## src/rtl/stat_csr_pkg.sv

```systemverilog
package stat_csr_pkg;
  // Field positions of the machine status word
  localparam int SIE_B  = 0;
  localparam int MIE_B  = 1;
  localparam int SPIE_B = 2;
  localparam int MPIE_B = 3;
  localparam int SPP_B  = 4;
  localparam int MPP_LO = 5;
  localparam int FS_LO  = 7;
  localparam int XS_LO  = 9;
  localparam int MPRV_B = 11;
  localparam int PUM_B  = 12;
  localparam int VM_LO  = 13;
  localparam int VM_W   = 4;

  // Masks
  localparam logic [31:0] M_BASE_MASK = 32'h0000_199F;
  localparam logic [31:0] XS_MASK     = 32'h0000_0600;
  localparam logic [31:0] MPP_MASK    = 32'h0000_0060;
  localparam logic [31:0] VM_MASK     = 32'h0001_E000;
  localparam logic [31:0] S_MASK      = 32'h0000_1795;
  localparam logic [31:0] XLATE_MASK  = VM_MASK | MPP_MASK | 32'h0000_1800;

  // Privilege codes
  localparam logic [1:0] PRV_U = 2'd0;
  localparam logic [1:0] PRV_S = 2'd1;
  localparam logic [1:0] PRV_M = 2'd3;

  typedef enum logic [2:0] {
    SEL_MSTAT = 3'd0,
    SEL_SSTAT = 3'd1,
    SEL_MPEND = 3'd2,
    SEL_SPEND = 3'd3,
    SEL_MEN   = 3'd4,
    SEL_SEN   = 3'd5
  } csr_sel_e;
endpackage

```

## src/rtl/stat_legalize.sv

```systemverilog
module stat_legalize
  import stat_csr_pkg::*;
#(
  parameter int XLEN    = 64,
  parameter bit HAS_EXT = 1'b1
) (
  input  logic [XLEN-1:0] cur_q,
  input  logic [XLEN-1:0] wdata,
  input  logic            sview,
  output logic [XLEN-1:0] nxt,
  output logic            xlate_chg
);
  localparam logic [XLEN-1:0] SM = XLEN'(S_MASK);
  localparam logic [XLEN-1:0] BASE =
    XLEN'(M_BASE_MASK) | (HAS_EXT ? XLEN'(XS_MASK) : '0);
  localparam logic [XLEN-1:0] SD_BIT = XLEN'(1) << (XLEN-1);

  logic [XLEN-1:0] merged, mask, body;
  logic [1:0]      mpp_w;
  logic [VM_W-1:0] vm_w;
  logic            mpp_ok, vm_ok;

  always_comb begin
    // supervisor writes merge through the narrower mask first
    merged = sview ? ((cur_q & ~SM) | (wdata & SM)) : wdata;
    mpp_w  = merged[MPP_LO +: 2];
    vm_w   = merged[VM_LO +: VM_W];
    mpp_ok = (mpp_w == PRV_U) || (mpp_w == PRV_S) || (mpp_w == PRV_M);
    if (XLEN == 64) vm_ok = (vm_w == 4'd0) || (vm_w == 4'd2) || (vm_w == 4'd3);
    else            vm_ok = (vm_w == 4'd0) || (vm_w == 4'd1);
    mask = BASE;
    if (mpp_ok) mask = mask | XLEN'(MPP_MASK);
    if (vm_ok)  mask = mask | XLEN'(VM_MASK);
    body = ((cur_q & ~mask) | (merged & mask)) & ~SD_BIT;
    nxt  = body;
    nxt[XLEN-1] = (body[FS_LO +: 2] == 2'b11) || (body[XS_LO +: 2] == 2'b11);
    xlate_chg = |((nxt ^ cur_q) & XLEN'(XLATE_MASK));
  end
endmodule

```

## src/rtl/intr_view.sv

```systemverilog
module intr_view #(
  parameter int W = 16
) (
  input  logic         clk,
  input  logic         rst_n,
  input  logic         wr_m,
  input  logic         wr_s,
  input  logic [W-1:0] wdata,
  input  logic [W-1:0] deleg,
  output logic [W-1:0] m_rdata,
  output logic [W-1:0] s_rdata
);
  logic [W-1:0] vec_q, vec_d;
  logic         vec_en;

  always_comb begin
    vec_en = wr_m | wr_s;
    vec_d  = wr_m ? wdata : ((vec_q & ~deleg) | (wdata & deleg));
  end

  always_ff @(posedge clk or negedge rst_n) begin
    if (!rst_n)      vec_q <= '0;
    else if (vec_en) vec_q <= vec_d;
  end

  assign m_rdata = vec_q;
  assign s_rdata = vec_q & deleg;


  sview_keep_chk: assert property (@(posedge clk) disable iff (!rst_n)
    (wr_s && !wr_m) |=> ((vec_q & ~$past(deleg)) == ($past(vec_q) & ~$past(deleg))));
endmodule

```

## src/rtl/stat_csr_unit.sv

```systemverilog
module stat_csr_unit
  import stat_csr_pkg::*;
#(
  parameter int XLEN    = 64,
  parameter int IRQW    = 16,
  parameter bit HAS_EXT = 1'b1
) (
  input  logic            clk,
  input  logic            rst_n,
  input  logic            wr_en,
  input  logic [2:0]      wr_sel,
  input  logic [XLEN-1:0] wr_data,
  input  logic [IRQW-1:0] irq_deleg,
  input  logic [2:0]      rd_sel,
  output logic [XLEN-1:0] rd_data,
  output logic            tlb_flush
);
  localparam logic [XLEN-1:0] SM     = XLEN'(S_MASK);
  localparam logic [XLEN-1:0] SD_BIT = XLEN'(1) << (XLEN-1);
  localparam int NVIEW = 2;

  // reset: asynchronous assert, synchronous release
  logic [1:0] rsync_q;
  logic       rst_int_n;
  always_ff @(posedge clk or negedge rst_n) begin
    if (!rst_n) rsync_q <= 2'b00;
    else        rsync_q <= {rsync_q[0], 1'b1};
  end
  assign rst_int_n = rsync_q[1];

  // status word
  logic [XLEN-1:0] mstat_q, mstat_d, leg_nxt;
  logic            leg_chg, stat_we, sview_w, flush_q, flush_d;

  assign stat_we = wr_en && ((wr_sel == SEL_MSTAT) || (wr_sel == SEL_SSTAT));
  assign sview_w = (wr_sel == SEL_SSTAT);

  stat_legalize #(.XLEN(XLEN), .HAS_EXT(HAS_EXT)) legal_i (
    .cur_q(mstat_q), .wdata(wr_data), .sview(sview_w),
    .nxt(leg_nxt), .xlate_chg(leg_chg)
  );

  always_comb begin
    mstat_d = leg_nxt;
    flush_d = stat_we && leg_chg;
  end

  always_ff @(posedge clk or negedge rst_int_n) begin
    if (!rst_int_n) begin
      mstat_q <= '0;
      flush_q <= 1'b0;
    end else begin
      if (stat_we) mstat_q <= mstat_d;
      flush_q <= flush_d;
    end
  end
  assign tlb_flush = flush_q;

  // interrupt pending / enable views
  logic [IRQW-1:0] m_rd [NVIEW];
  logic [IRQW-1:0] s_rd [NVIEW];
  for (genvar g = 0; g < NVIEW; g++) begin : g_iv
    localparam logic [2:0] MSEL = 3'(2 + 2*g);
    localparam logic [2:0] SSEL = 3'(3 + 2*g);
    intr_view #(.W(IRQW)) iv_i (
      .clk(clk), .rst_n(rst_int_n),
      .wr_m(wr_en && (wr_sel == MSEL)),
      .wr_s(wr_en && (wr_sel == SSEL)),
      .wdata(wr_data[IRQW-1:0]), .deleg(irq_deleg),
      .m_rdata(m_rd[g]), .s_rdata(s_rd[g])
    );
  end

  // read mux
  logic [XLEN-1:0] sstat_v;
  always_comb begin
    sstat_v = mstat_q & SM;
    sstat_v[XLEN-1] = (mstat_q[FS_LO +: 2] == 2'b11) || (mstat_q[XS_LO +: 2] == 2'b11);
    case (rd_sel)
      SEL_MSTAT: rd_data = mstat_q;
      SEL_SSTAT: rd_data = sstat_v;
      SEL_MPEND: rd_data = XLEN'(m_rd[0]);
      SEL_SPEND: rd_data = XLEN'(s_rd[0]);
      SEL_MEN:   rd_data = XLEN'(m_rd[1]);
      SEL_SEN:   rd_data = XLEN'(s_rd[1]);
      default:   rd_data = '0;
    endcase
  end


  mpp_legal_chk: assert property (@(posedge clk) disable iff (!rst_int_n)
    mstat_q[MPP_LO +: 2] != 2'd2);

  vm_legal_chk: assert property (@(posedge clk) disable iff (!rst_int_n)
    (XLEN == 64) ? (mstat_q[VM_LO +: VM_W] inside {4'd0, 4'd2, 4'd3})
                 : (mstat_q[VM_LO +: VM_W] inside {4'd0, 4'd1}));

  sd_summary_chk: assert property (@(posedge clk) disable iff (!rst_int_n)
    mstat_q[XLEN-1] == ((mstat_q[FS_LO +: 2] == 2'b11) || (mstat_q[XS_LO +: 2] == 2'b11)));

  flush_cause_chk: assert property (@(posedge clk) disable iff (!rst_int_n)
    tlb_flush |-> $past(stat_we));

  sview_merge_chk: assert property (@(posedge clk) disable iff (!rst_int_n)
    (stat_we && sview_w) |=> ((mstat_q & ~SM & ~SD_BIT) == ($past(mstat_q) & ~SM & ~SD_BIT)));

  stat_hold_chk: assert property (@(posedge clk) disable iff (!rst_int_n)
    !stat_we |=> $stable(mstat_q));
endmodule

```

## config.mk

```make
export PLATFORM = sky130hd
export DESIGN_NAME = stat_csr_unit
export DESIGN_NICKNAME = d
export VERILOG_FILES = /design/src/rtl/stat_csr_pkg.sv /design/src/rtl/stat_legalize.sv /design/src/rtl/intr_view.sv /design/src/rtl/stat_csr_unit.sv
export SDC_FILE = /design/constraint.sdc
export NUM_CORES = 1
export LEC_CHECK = 0
export ABC_AREA = 0
export BUFFER_PORTS_ARGS = -buffer_cell sky130_fd_sc_hd__buf_2
export CAP_MARGIN = 15
export CORE_MARGIN = 2
export CORE_UTILIZATION = 48
export CTS_CLUSTER_SIZE = 30
export DETAILED_ROUTE_END_ITERATION = 12
export PLACE_DENSITY = 0.82
export SYNTH_ARGS = -nofsm -noshare
export SYNTH_HDL_FRONTEND = slang
export SYNTH_SLANG_ARGS = --single-unit
```

## constraint.sdc

```tcl
create_clock -name clk -period 2.85 [get_ports clk]
set_input_delay 0.855 -clock clk [delete_from_list [all_inputs] [get_ports clk]]
set_output_delay 0.855 -clock clk [all_outputs]
set_load 0.02 [all_outputs]
```

## Word level (Yosys, flattened, before mapping)

Cells that the tools add are included.

| operators by class | value |
|---|---|
| bitwise gates (word level) | 16 |
| mux-type cells | 6 |
| eq/ne operators | 18 |
| reduce and logical (&&, ||, !) cells | 18 |

Operators by type and width:

| operator | number |
|---|---|
| $pmux 64 s6 | 1 |
| $and 63x63->63 | 2 |
| $and 16x16->16 | 5 |
| $mux 63 | 1 |
| $not 63->63 | 1 |
| $or 63x13->63 | 1 |
| $or 63x63->63 | 1 |
| $mux 16 | 2 |
| $or 16x16->16 | 2 |
| $mux 17 | 1 |
| $xor 17x17->17 | 1 |
| $not 16->16 | 1 |
| $eq 3x2->1 const B | 4 |
| $eq 3x3->1 const B | 4 |
| $eq 2x2->1 const B | 5 |
| $eq 4x2->1 const B | 2 |
| $reduce_or 8->1 | 1 |
| $logic_or 1x1->1 | 7 |
| $mux 7 | 1 |
| $eq 3x1->1 const B | 2 |
| $logic_and 1x1->1 | 6 |
| $logic_not 3->1 | 2 |
| $logic_not 4->1 | 1 |
| $eq 2x1->1 const B | 1 |
| other kinds (2) | 3 |

| word-level totals | value |
|---|---|
| output and inout port bits | 65 |
| logic and storage cells | 63 |
| register bits after elaboration | 99 |

## Logic depth before layout (Yosys ltp)

Gate-level depths: netlist of the first run.

| logic depth | value |
|---|---|
| word-level depth | 13 |
| mapped depth | 6 |

## By module

Synthesis of the first run repeated with hierarchy kept, for this count alone.

| second synthesis, totals | value |
|---|---|
| cell total of the unflattened synthesis | 521 |
| area total of the unflattened synthesis | 6,185.9 µm² |

By module, submodules not included:

| module | cells an instance | seq. area each (µm²) | area each (µm²) | instances |
|---|---|---|---|---|
| stat_csr_unit | 294 | 1,676.6 | 3,767.4 | 1 |
| intr_view | 68 | 400.4 | 885.8 | 2 |
| stat_legalize | 91 | 0.0 | 646.9 | 1 |

## Worst setup path after synthesis of the first run

Ideal clock, no wire load.

| timing path | value |
|---|---|
| kind | input -> output |
| start point | input rd_sel[1] |
| end point | output rd_data[63] |
| buffers on the path | 2 |
| arrival | 2,284 ps |
| data required time | 1,995 ps |
| path slack | -289 ps |
| stages | 3 |
| path through | clkbuf_1 clkbuf_1 a2111oi_0 |

| on the way | value |
|---|---|
| word-level cells in the longest chain between the ends | 2 |
| elaborated cells on any way between the ends | 7 |
| those cells by class | 5 x eq/ne; 1 x mux; 1 x reduce/logical |

RTL lines:

| item | line | source |
|---|---|---|
| start: declaration | stat_csr_unit.sv:14 | `input logic [2:0] rd_sel,` |
| $eq 3x3->1, or another cell as far along | stat_csr_unit.sv:79 | `case (rd_sel)` |
| $pmux 64 s6 (*) | stat_csr_unit.sv:79 |  |
| end: declaration | stat_csr_unit.sv:15 | `output logic [XLEN-1:0] rd_data,` |

Every way passes the cells marked *; elsewhere a longest branch is shown, timed or not.

## Final worst setup path of the first run

| timing path | value |
|---|---|
| start point | input rd_sel[1] |
| end point | output rd_data[12] |

The elaborated chain is that of the path after synthesis.

==> out/results.txt, run 1 <==
Multi-input logic area: 1900 µm²
Max Fclk: 362 MHz
CP Capture Type: output pin
EDFF count, synth: 0
Startpoint types: input port
Netlist cell types: 38
Fillers: 581
Final Hold Vio Count: 0
Worst-Skew Late Latency: 0.31 ns
Worst hold slack: 0.287 ns
Number of antenna diodes: 0
Initial DRC Count: 119
Critical path class: in2out
CP Data Arrival Time: 1.91 ns
Sequential fraction of the synthesis area: 39.3%
Wirelength per Cell: 14.8 µm
GR Overflow Total: 0
Ys flop type: dfrtp_1
I/O pin count: 154
Synth Instances: 377
Crit path required time: 2.00 ns
Largest net degree at the start of global routing: 52
Die Span Y: 87.9 µm
Yosys Warn Count: 0
Mux cell area share after synthesis: 16.8%
Share of layout cells above drive strength 1: 30.8%
Syn avg cell area: 8.96 µm²
Post-synthesis adder-cell area fraction: 0%
Measured slew at the worst slew-check pin: 0.664 ns
Final period utilization: 97.0%
CTS tree: built
Post-synthesis compound-gate area fraction: 9.93%
Final setup fails: 0
Pre-antenna DRT Iters: 4
Top cell type's share of synthesized area: 39.3%
Sequential Area: 1330 µm²
# rows: 30
Layout Cell Area excl Fill: 3990 µm²
Post-DP HPWL: 5990 µm
CORE AREA: 6790 µm²
Via density: 5.20
Commonest cells in the netlist: 57 x nand2_1, 53 x dfrtp_1, 46 x buf_4, 44 x nor2_1, 30 x mux2_2
Gr usage total: 21.5%
Slew Limit Fails: 0
Post-Syn Area: 3380 µm²
Post-Synth XOR/XNOR Area: 0.778%
Vias: 2,862
P per Cell Area: 555 nW/µm²
Crit-path max FO: 7
Most common cell in the netlist: nand2_1
Clock Sink Count: 53
CTS Buffer Depth: 2
Hold WC Path Type: reg2async
First-pass GRT wire length: 13,000 µm
Leak: 0.00197 µW
Initial Utilization: 49.7%
# hold bufs at CTS: 0
Die area: 7720 µm²
GP Congestion: 0.838
Final Skew: 0.00330 ns
Area Growth Syn to Fin: 18.2%
FFs w/ async S/R, synth: 100%
Residual DRC count: 0
Post-route minimum period: 2.76 ns
Utilization after layout: 58.8%
RSZ-0062 raised after global routing: false
DP Area: 3800 µm²
Initial antenna violation count: 0
Largest family of logic cells by synthesized area: simple AND/OR/NAND/NOR gates
H-tree depth: 2
Post-route insts no fill: 550
Vias in the first global route: 2,783
Placed instance count: 541
Peak VDD IR: 0.318 mV
Num CTS Buffers: 5
Area leader, netlist: dfrtp_1
Total power: 2210 µW
Simple-gate share of the synthesized area: 20.9%
Total Routed Length: 8140 µm
Rel. slew slack: 55.6%
Post-route ant nets: 0
Worst-path clk slew: 0.09 ns
Clk root buf: clkbuf_8
#FFs+latches synth: 53
PortBufs: 60
Status: complete, no violations
Chip width: 87.9 µm
Layout Nets: 542
Synth top area cells: dfrtp_1 39%, buf_4 10%, mux2_2 10%, mux2i_1 6.8%, nand2_1 6.3%
Max cap viols: 0
cells in the final DEF (no fill, tap or decap), types with 5 or more instances in the layout:
| cell | count |
|---|---|
| nand2_1 | 57 |
| buf_2 | 55 |
| dfrtp_1 | 52 |
| conb_1 | 47 |
| nor2_1 | 44 |
| mux2_2 | 30 |
| nor2b_1 | 28 |
| buf_4 | 28 |
| mux2i_1 | 23 |
| a21oi_1 | 17 |
| o21ai_0 | 8 |
| o22ai_2 | 8 |
| o221ai_2 | 5 |
| clkbuf_8 | 5 |
report_power, final:
group	leakage, µW	internal (µW)	switching [µW]
logic	0.00126	276	334
clock network	0.0000681	349	247
registers	0.000644	894	116
critical path, stage by stage:
cell,delay [ns]
buf_2,0.12
buf_4,0.17
nor3b_1,0.23
buf_4,0.20
nand2_1,0.06
o221ai_1,0.07
buf_2,0.20
path summary, 6_finish.rpt:
| check | startpoint | endpoint | slack (ns) | cells past startpoint |
|---|---|---|---|---|
| worst max-delay path | rd_sel[1] | rd_data[12] | 0.09 | 7 |
| worst min-delay path | rsync_q[1]$_DFF_PN0_ | asynchronous set/reset pin | 0.29 | 0 |
| worst max register to register | mstat_q[15]$_DFFE_PN0P_ | mstat_q[13]$_DFFE_PN0P_ | 1.54 | 3 |
| worst min register to register | rsync_q[1]$_DFF_PN0_ | asynchronous set/reset pin | 0.29 | 0 |
| max in group asynchronous | rsync_q[1]$_DFF_PN0_ | asynchronous set/reset pin | 2.00 | 1 |
| min in group clk | rsync_q[0]$_DFF_PN0_ | rsync_q[1]$_DFF_PN0_ | 0.36 | 0 |
area by class of cell:
| class | instances | area share, % |
|---|---|---|
| clock buffer | 5 | 1.72 |
| clock inverter | 3 | 1.63 |
| inverter | 2 | 0.188 |
| multi-input combinational | 307 | 47.5 |
| sequential | 53 | 33.2 |
| tap | 96 | 3.01 |
| timing repair buffer | 84 | 12.7 |
routing by layer:
layer | wire, µm | track usage (%) | part of all wire [%]
met3 | 568 | 4.24 | 7.0
met4 | 119 | 7.13 | 1.5
met2 | 4020 | 36.4 | 49
met1 | 3430 | 27.8 | 42
met5 | 0 | 0 | 0
cells by family (layout without fill, tap and decap cells):
kind of cell | Yosys count | count (layout)
buffers and inverters | 62 | 94
flip-flops | 53 | 53
XOR/XNOR | 3 | 3
AO/OA/AOI/OAI | 53 | 53
AND/OR/NAND/NOR | 151 | 151
other | 2 | 47
multiplexers | 53 | 53
through the flow:
stage	worst slack [ns]	setup TNS [ns]
2_1_floorplan	-0.0627	-0.119
3_3_place_gp	0.0518	0
3_5_place_dp	0.000619	0
4_1_cts	0.0470	0
5_1_grt	0.00744	0
6_report	0.0864	0
repair_timing:
action,in CTS,in global routing
setup buffers,0,0
gates resized for setup,2,7
setup endpoints to repair,1,4
(Power assumes the default switching activity.)
==> run 2: changes to the inputs <==
--- a/config.mk
+++ b/config.mk
@@ -12,6 +12,7 @@
 export CORE_UTILIZATION = 48
 export CTS_CLUSTER_SIZE = 30
 export DETAILED_ROUTE_END_ITERATION = 12
+export MAX_ROUTING_LAYER = met4
 export PLACE_DENSITY = 0.82
 export SYNTH_ARGS = -nofsm -noshare
 export SYNTH_HDL_FRONTEND = slang
==> run 2 against run 1 <==
Against the previous run: non-clock buffer count did not move; clock power barely moved; first-iteration DRC count rose by 15%; global-route usage increased by 0.72 points; count of clock-buffer cells in the layout unchanged; highest routed layer unchanged; critical path type unchanged; wire length is 0.39% lower; sequential power about the same; critical endpoint is now rd_data[7]; register-to-register slack barely moved; hold slack worse by 0.15 ns; die area unchanged; final cell count unchanged; largest cell class unchanged.
==> out/results.txt, run 2 (synthesis gave the netlist of run 1 again) <==
Status: complete, no violations
Slowest cell on crit path: nor3b_1
WL met1: 3460 µm (+0.82%)
# hold bufs at CTS: 0 (unchanged)
Initial DRC Count: 137 (+15%)
H-tree depth: 2 (unchanged)
Worst-path cell chain: buf_2 > buf_4 > nor3b_1 > buf_4 > nand2_1 > o221ai_2 > buf_4
PnR worst setup slack: 0.0846 ns (-0.00181 ns)
Final Skew: 0.00249 ns (-0.000812 ns)
CP Data Arrival Time: 1.91 ns (about the same)
CP Capture Type: output pin
Max Fclk: 362 MHz (about the same)
Measured slew at the worst slew-check pin: 0.683 ns (+0.0188 ns)
Crit-path max FO: 7 (unchanged)
Cts repair resizes: 2 (unchanged)
Cell family with most CP delay: buffers and inverters
P per Cell Area: 554 nW/µm² (about the same)
Layout Cell Area excl Fill: 3990 µm² (unchanged)
Initial Utilization: 49.7% (unchanged)
Startpoint types: input port
GR Overflow Total: 0 (unchanged)
Via density: 5.24 (+0.63%)
Commonest non-fill, non-tap cell in the layout: nand2_1
Top layer reached by signal wires: met4
Peak VDD IR: 0.303 mV (-4.7%)
Gr usage total: 22.3% (+0.72 points)
Chip width: 87.9 µm (unchanged)
Worst-Skew Late Latency: 0.31 ns (about the same)
WL met3: 507 µm (-11%)
PortBufs: 60 (unchanged)
Crit path required time: 2.00 ns (about the same)
DP Area: 3800 µm² (unchanged)
Clock Sink Count: 53 (unchanged)
Initial antenna violation count: 0 (unchanged)
Final period utilization: 97.0% (about the same)
I/O pin count: 154 (unchanged)
Die Span Y: 87.9 µm (unchanged)
Multi-input logic area: 1900 µm² (unchanged)
Sequential Area: 1330 µm² (unchanged)
CORE AREA: 6790 µm² (unchanged)
Die area: 7720 µm² (unchanged)
Vias: 2,880 (+0.63%)
Post-DP HPWL: 5990 µm (unchanged)
Rel. slew slack: 54.4% (-1.3 points)
Residual DRC count: 0 (unchanged)
Vias in the first global route: 2,781 (-0.072%)
# rows: 30 (unchanged)
Total Routed Length: 8110 µm (-0.39%)
Post-route minimum period: 2.77 ns (+0.00181 ns)
CTS tree: built
Share of layout cells above drive strength 1: 30.8% (unchanged)
Max cap viols: 0 (unchanged)
Critical path class: in2out
Final Hold Vio Count: 0 (unchanged)
Area Growth Syn to Fin: 18.2% (unchanged)
Wirelength per Cell: 14.7 µm (-0.39%)
Most frequent cells in the layout: 57 x nand2_1, 55 x buf_2, 52 x dfrtp_1
Pre-CTS worst setup slack: 0.000619 ns (unchanged)
RSZ-0062 raised after global routing: false
Worst-path clk slew: 0.09 ns (about the same)
CP peak stage delay: 0.23 ns (about the same)
CTS Buffer Depth: 2 (unchanged)
Slew Limit Fails: 0 (unchanged)
Utilization after layout: 58.8% (unchanged)
Num CTS Buffers: 5 (unchanged)
Post-route ant nets: 0 (unchanged)
Fillers: 584 (+0.52%)
Clk root buf: clkbuf_8
GP Congestion: 0.851 (+1.5%)
CP dominant cell by count: buf_4
Worst path bufs/invs: 4 (unchanged)
Worst hold slack: 0.138 ns (-0.149 ns)
Largest net degree at the start of global routing: 52 (unchanged)
Final setup fails: 0 (unchanged)
Hold WC Path Type: reg2async
Met2 WL: 3970 µm (-1.2%)
Layout Nets: 542 (unchanged)
First-pass GRT wire length: 13,000 µm (about the same)
Number of antenna diodes: 0 (unchanged)
Pre-antenna DRT Iters: 4 (unchanged)
Setup_tns: 0 ns (unchanged)
Leak: 0.00197 µW (unchanged)
Post-CTS Setup Inserts: 0 (unchanged)
## run 2: metal layers
layer / vias to the layer above / GRT usage, %
met5: - / -
met4: 0 / 7.13
met3: 21 / 3.96
met2: 121 / 36.2
met1: 1397 / 28.2
li1: 1341 / -
## run 2: worst paths after layout
| kind | startpoint | end | slack, ns | cells past startpoint |
|---|---|---|---|---|
| max in group asynchronous | rsync_q[1]$_DFF_PN0_ | asynchronous set/reset pin | 2.21 | 1 |
| max reg2reg | mstat_q[15]$_DFFE_PN0P_ | mstat_q[13]$_DFFE_PN0P_ | 1.54 | 3 |
| min | rsync_q[1]$_DFF_PN0_ | asynchronous set/reset pin | 0.14 | 0 |
| min reg2reg | rsync_q[1]$_DFF_PN0_ | asynchronous set/reset pin | 0.14 | 0 |
| min in group clk | rsync_q[0]$_DFF_PN0_ | rsync_q[1]$_DFF_PN0_ | 0.36 | 0 |
| max | rd_sel[1] | rd_data[7] | 0.08 | 7 |
## run 2: worst register-to-register path: stages, from the launching register on
cell and delay [ns]:
dfrtp_1 0.43, or4b_1 0.55, a21oi_2 0.16, o21a_1 0.12
## run 2: power breakdown
| group | switching [µW] | internal (µW) |
|---|---|---|
| registers | 111 | 894 |
| logic | 339 | 276 |
| clock network | 245 | 349 |
## run 2: through the flow
step           std cells  total power (µW)
3_5_place_dp         541              1610
4_1_cts              549              2210
2_1_floorplan        422              1470
3_3_place_gp         541              1580
5_1_grt              550              2330
6_report             550              2210
## run 2: area by class of cell
| cell class | instances | area share (%) |
|---|---|---|
| inverters | 2 | 0.188 |
| clock inverters | 3 | 1.63 |
| clock buffers | 5 | 1.72 |
| repair buffers | 84 | 12.7 |
| well taps | 96 | 3.01 |
| multi-input cells | 307 | 47.5 |
| flip-flops and latches | 53 | 33.2 |
==> run 3: changes to the inputs <==
--- a/config.mk
+++ b/config.mk
@@ -10,7 +10,7 @@
 export CAP_MARGIN = 15
 export CORE_MARGIN = 2
 export CORE_UTILIZATION = 48
-export CTS_CLUSTER_SIZE = 30
+export CTS_CLUSTER_SIZE = 14
 export DETAILED_ROUTE_END_ITERATION = 12
 export MAX_ROUTING_LAYER = met4
 export PLACE_DENSITY = 0.82
==> constraint.sdc (replaced) <==
create_clock -name clk -period 3 [get_ports clk]
set_input_delay 0.9 -clock clk [delete_from_list [all_inputs] [get_ports clk]]
set_output_delay 0.9 -clock clk [all_outputs]
set_load 0.02 [all_outputs]
==> run 3 against run 2 <==
Against the previous run: global-route usage up 0.94 points; setup slack worse by 0.017 ns; critical endpoint is now rd_data[6]; final cell count down 0.18%; register-to-register slack better by 0.14 ns.
==> out/results.txt, run 3 (synthesis gave the netlist of run 1 again) <==
Rel. slew slack: 53.2% (-1.2 points)
Initial DRC Count: 156 (+14%)
Post-CTS Setup Inserts: 0 (unchanged)
Worst path depth: 7 (unchanged)
Commonest non-fill, non-tap cell in the layout: buf_2
PortBufs: 60 (unchanged)
Layout Nets: 541 (-0.18%)
Critical Path Sink: rd_data[6]
Total Routed Length: 8220 µm (+1.5%)
Gr usage total: 23.2% (+0.94 points)
Total power: 1970 µW (-11%)
Final Hold Vio Count: 0 (unchanged)
CP Capture Type: output pin
Worst Setup SP: rd_sel[2]
Flop pwr share: 48.4% (+3.0 points)
Combinational Power Share: 28.8% (+1.0 points)
RSZ-0062 raised after global routing: false
Switching power: 661 µW (-4.9%)
Critical path class: in2out
Crit path required time: 2.10 ns (+0.10 ns)
Status: complete, no violations
Final period utilization: 97.7%
# rows: 30 (unchanged)
Initial antenna violation count: 0 (unchanged)
Die Span Y: 87.9 µm (unchanged)
Crit-path max FO: 9 (+2)
Via density: 5.21 (-0.44%)
Worst-Skew Late Latency: 0.31 ns (about the same)
Worst-path clk slew: 0.10 ns (about the same)
Number of antenna diodes: 0 (unchanged)
P per Cell Area: 503 nW/µm² (-9.2%)
GP Congestion: 0.878 (+3.2%)
Vias in the first global route: 2,759 (-0.79%)
Residual DRC count: 0 (unchanged)
Post-DP HPWL: 6010 µm (+0.28%)
Cell family with most CP delay: buffers and inverters
CTS Buffer Depth: 2 (unchanged)
CTS tree: built
Leak: 0.00195 µW (-1.2%)
Final setup fails: 0 (unchanged)
CP peak stage delay: 0.19 ns (-0.04 ns)
Worst path bufs/invs: 3 (-1)
Vias: 2,862 (-0.63%)
Area Growth Syn to Fin: 16.0%
Peak VDD IR: 0.342 mV (+13%)
CP dominant cell by count: buf_2
Max cap viols: 0 (unchanged)
GR Overflow Total: 0 (unchanged)
R2r endpoint: mstat_q[13]$_DFFE_PN0P_
# hold bufs at CTS: 0 (unchanged)
Most frequent cells in the layout: 60 x buf_2, 57 x nand2_1, 52 x dfrtp_1
CORE AREA: 6790 µm² (unchanged)
Worst-path cell chain: buf_2 > nor2b_1 > o21a_1 > buf_4 > nand2_1 > o22ai_2 > buf_2
Hold WC Path Type: reg2async
Fillers: 596 (+2.1%)
CP Data Arrival Time: 2.03 ns (+0.12 ns)
Switching share of total power: 33.5% (+2.1 points)
H-tree depth: 2 (unchanged)
Post-route minimum period: 2.93 ns
Worst hold slack: 0.160 ns (+0.0219 ns)
Worst R2R Start: mstat_q[15]$_DFFE_PN0P_
Int Power: 1310 µW (-14%)
Largest net degree at the start of global routing: 52 (unchanged)
Slowest cell on crit path: buf_2
R2R Setup Slk: 1.68 ns (+0.14 ns)
Num CTS Buffers: 5 (unchanged)
Clock network power share: 22.8% (-4.0 points)
Chip width: 87.9 µm (unchanged)
Max Fclk: 341 MHz
Die area: 7720 µm² (unchanged)
Initial Utilization: 49.7% (unchanged)
Cts repair resizes: 0 (-2)
Final Skew: 0.00316 ns (+0.000671 ns)
Clock Sink Count: 53 (unchanged)
Startpoint types: input port
Post-route ant nets: 0 (unchanged)
Share of layout cells above drive strength 1: 29.8% (-1.0 points)
Measured slew at the worst slew-check pin: 0.701 ns (+0.0183 ns)
Pre-antenna DRT Iters: 4 (unchanged)
Worst Reg2Reg Path Length in Cells: 3 (unchanged)
First-pass GRT wire length: 13,400 µm (+3.3%)
Wirelength per Cell: 15.0 µm (+1.6%)
Clk root buf: clkbuf_8
Slew Limit Fails: 0 (unchanged)
I/O pin count: 154 (unchanged)
## run 3: cell count changes in the layout (fill, tap and decap cells not counted), sizes merged
cell    delta
bufinv     -2
buf        -1
clkbuf     +2
## run 3: layout make-up
class | instances | area, µm² | area share, %
well taps | 96 | 120 | 3.07
multi-input cells | 307 | 1880 | 47.9
clock buffers | 7 | 96.3 | 2.46
flip-flops and latches | 53 | 1330 | 33.9
inverters | 2 | 7.51 | 0.192
clock inverters | 1 | 5.00 | 0.128
repair buffers | 83 | 485 | 12.4
## run 3: worst min-delay path by stage
stage                          from                    endpoint  slack (ns)  cells after the start
2_1_floorplan  rsync_q[0]$_DFF_PN0_        rsync_q[1]$_DFF_PN0_        0.33                      0
3_3_place_gp   rsync_q[0]$_DFF_PN0_        rsync_q[1]$_DFF_PN0_        0.34                      0
3_5_place_dp   rsync_q[0]$_DFF_PN0_        rsync_q[1]$_DFF_PN0_        0.34                      0
4_1_cts                       rst_n        rsync_q[1]$_DFF_PN0_        0.35                      1
5_1_grt        rsync_q[1]$_DFF_PN0_  asynchronous set/reset pin        0.19                      0
6_report       rsync_q[1]$_DFF_PN0_         tlb_flush$_DFF_PN0_        0.16                      0
## run 3: metal layers
layer  global-route usage [%]  wire [µm]
met1                     30.7       3590
met3                     3.77        504
met2                     36.1       3950
met4                     8.25        182
met5                        -          0
## run 3: worst register-to-register path, delay by kind of cell, from the launching register on
| family | cells | cell delay [ns] |
|---|---|---|
| flops | 1 | 0.44 |
| simple gates | 1 | 0.55 |
| compound gates | 2 | 0.28 |
## run 3: stage by stage
| step | area (µm²) | utilization [%] | setup slack, ns | std cells | TNS (ns) |
|---|---|---|---|---|---|
| 6_report | 3920 | 57.7 | 0.0677 | 549 | 0 |
| 5_1_grt | 3920 | 57.7 | 0.00112 | 549 | 0 |
| 4_1_cts | 3900 | 57.4 | 0.0608 | 548 | 0 |
| 3_5_place_dp | 3800 | 55.9 | 0.0706 | 540 | 0 |
| 3_3_place_gp | 3800 | 55.9 | 0.102 | 540 | 0 |
| 2_1_floorplan | 3610 | - | -0.00267 | 422 | -0.00267 |
## run 3: power groups by stage
stage | clock network (µW) | registers (µW) | logic (µW)
6_report | 450 | 955 | 568
5_1_grt | 481 | 977 | 625
4_1_cts | 451 | 964 | 556
3_5_place_dp | 0 | 979 | 553
3_3_place_gp | 0 | 967 | 534
2_1_floorplan | 0 | 945 | 453
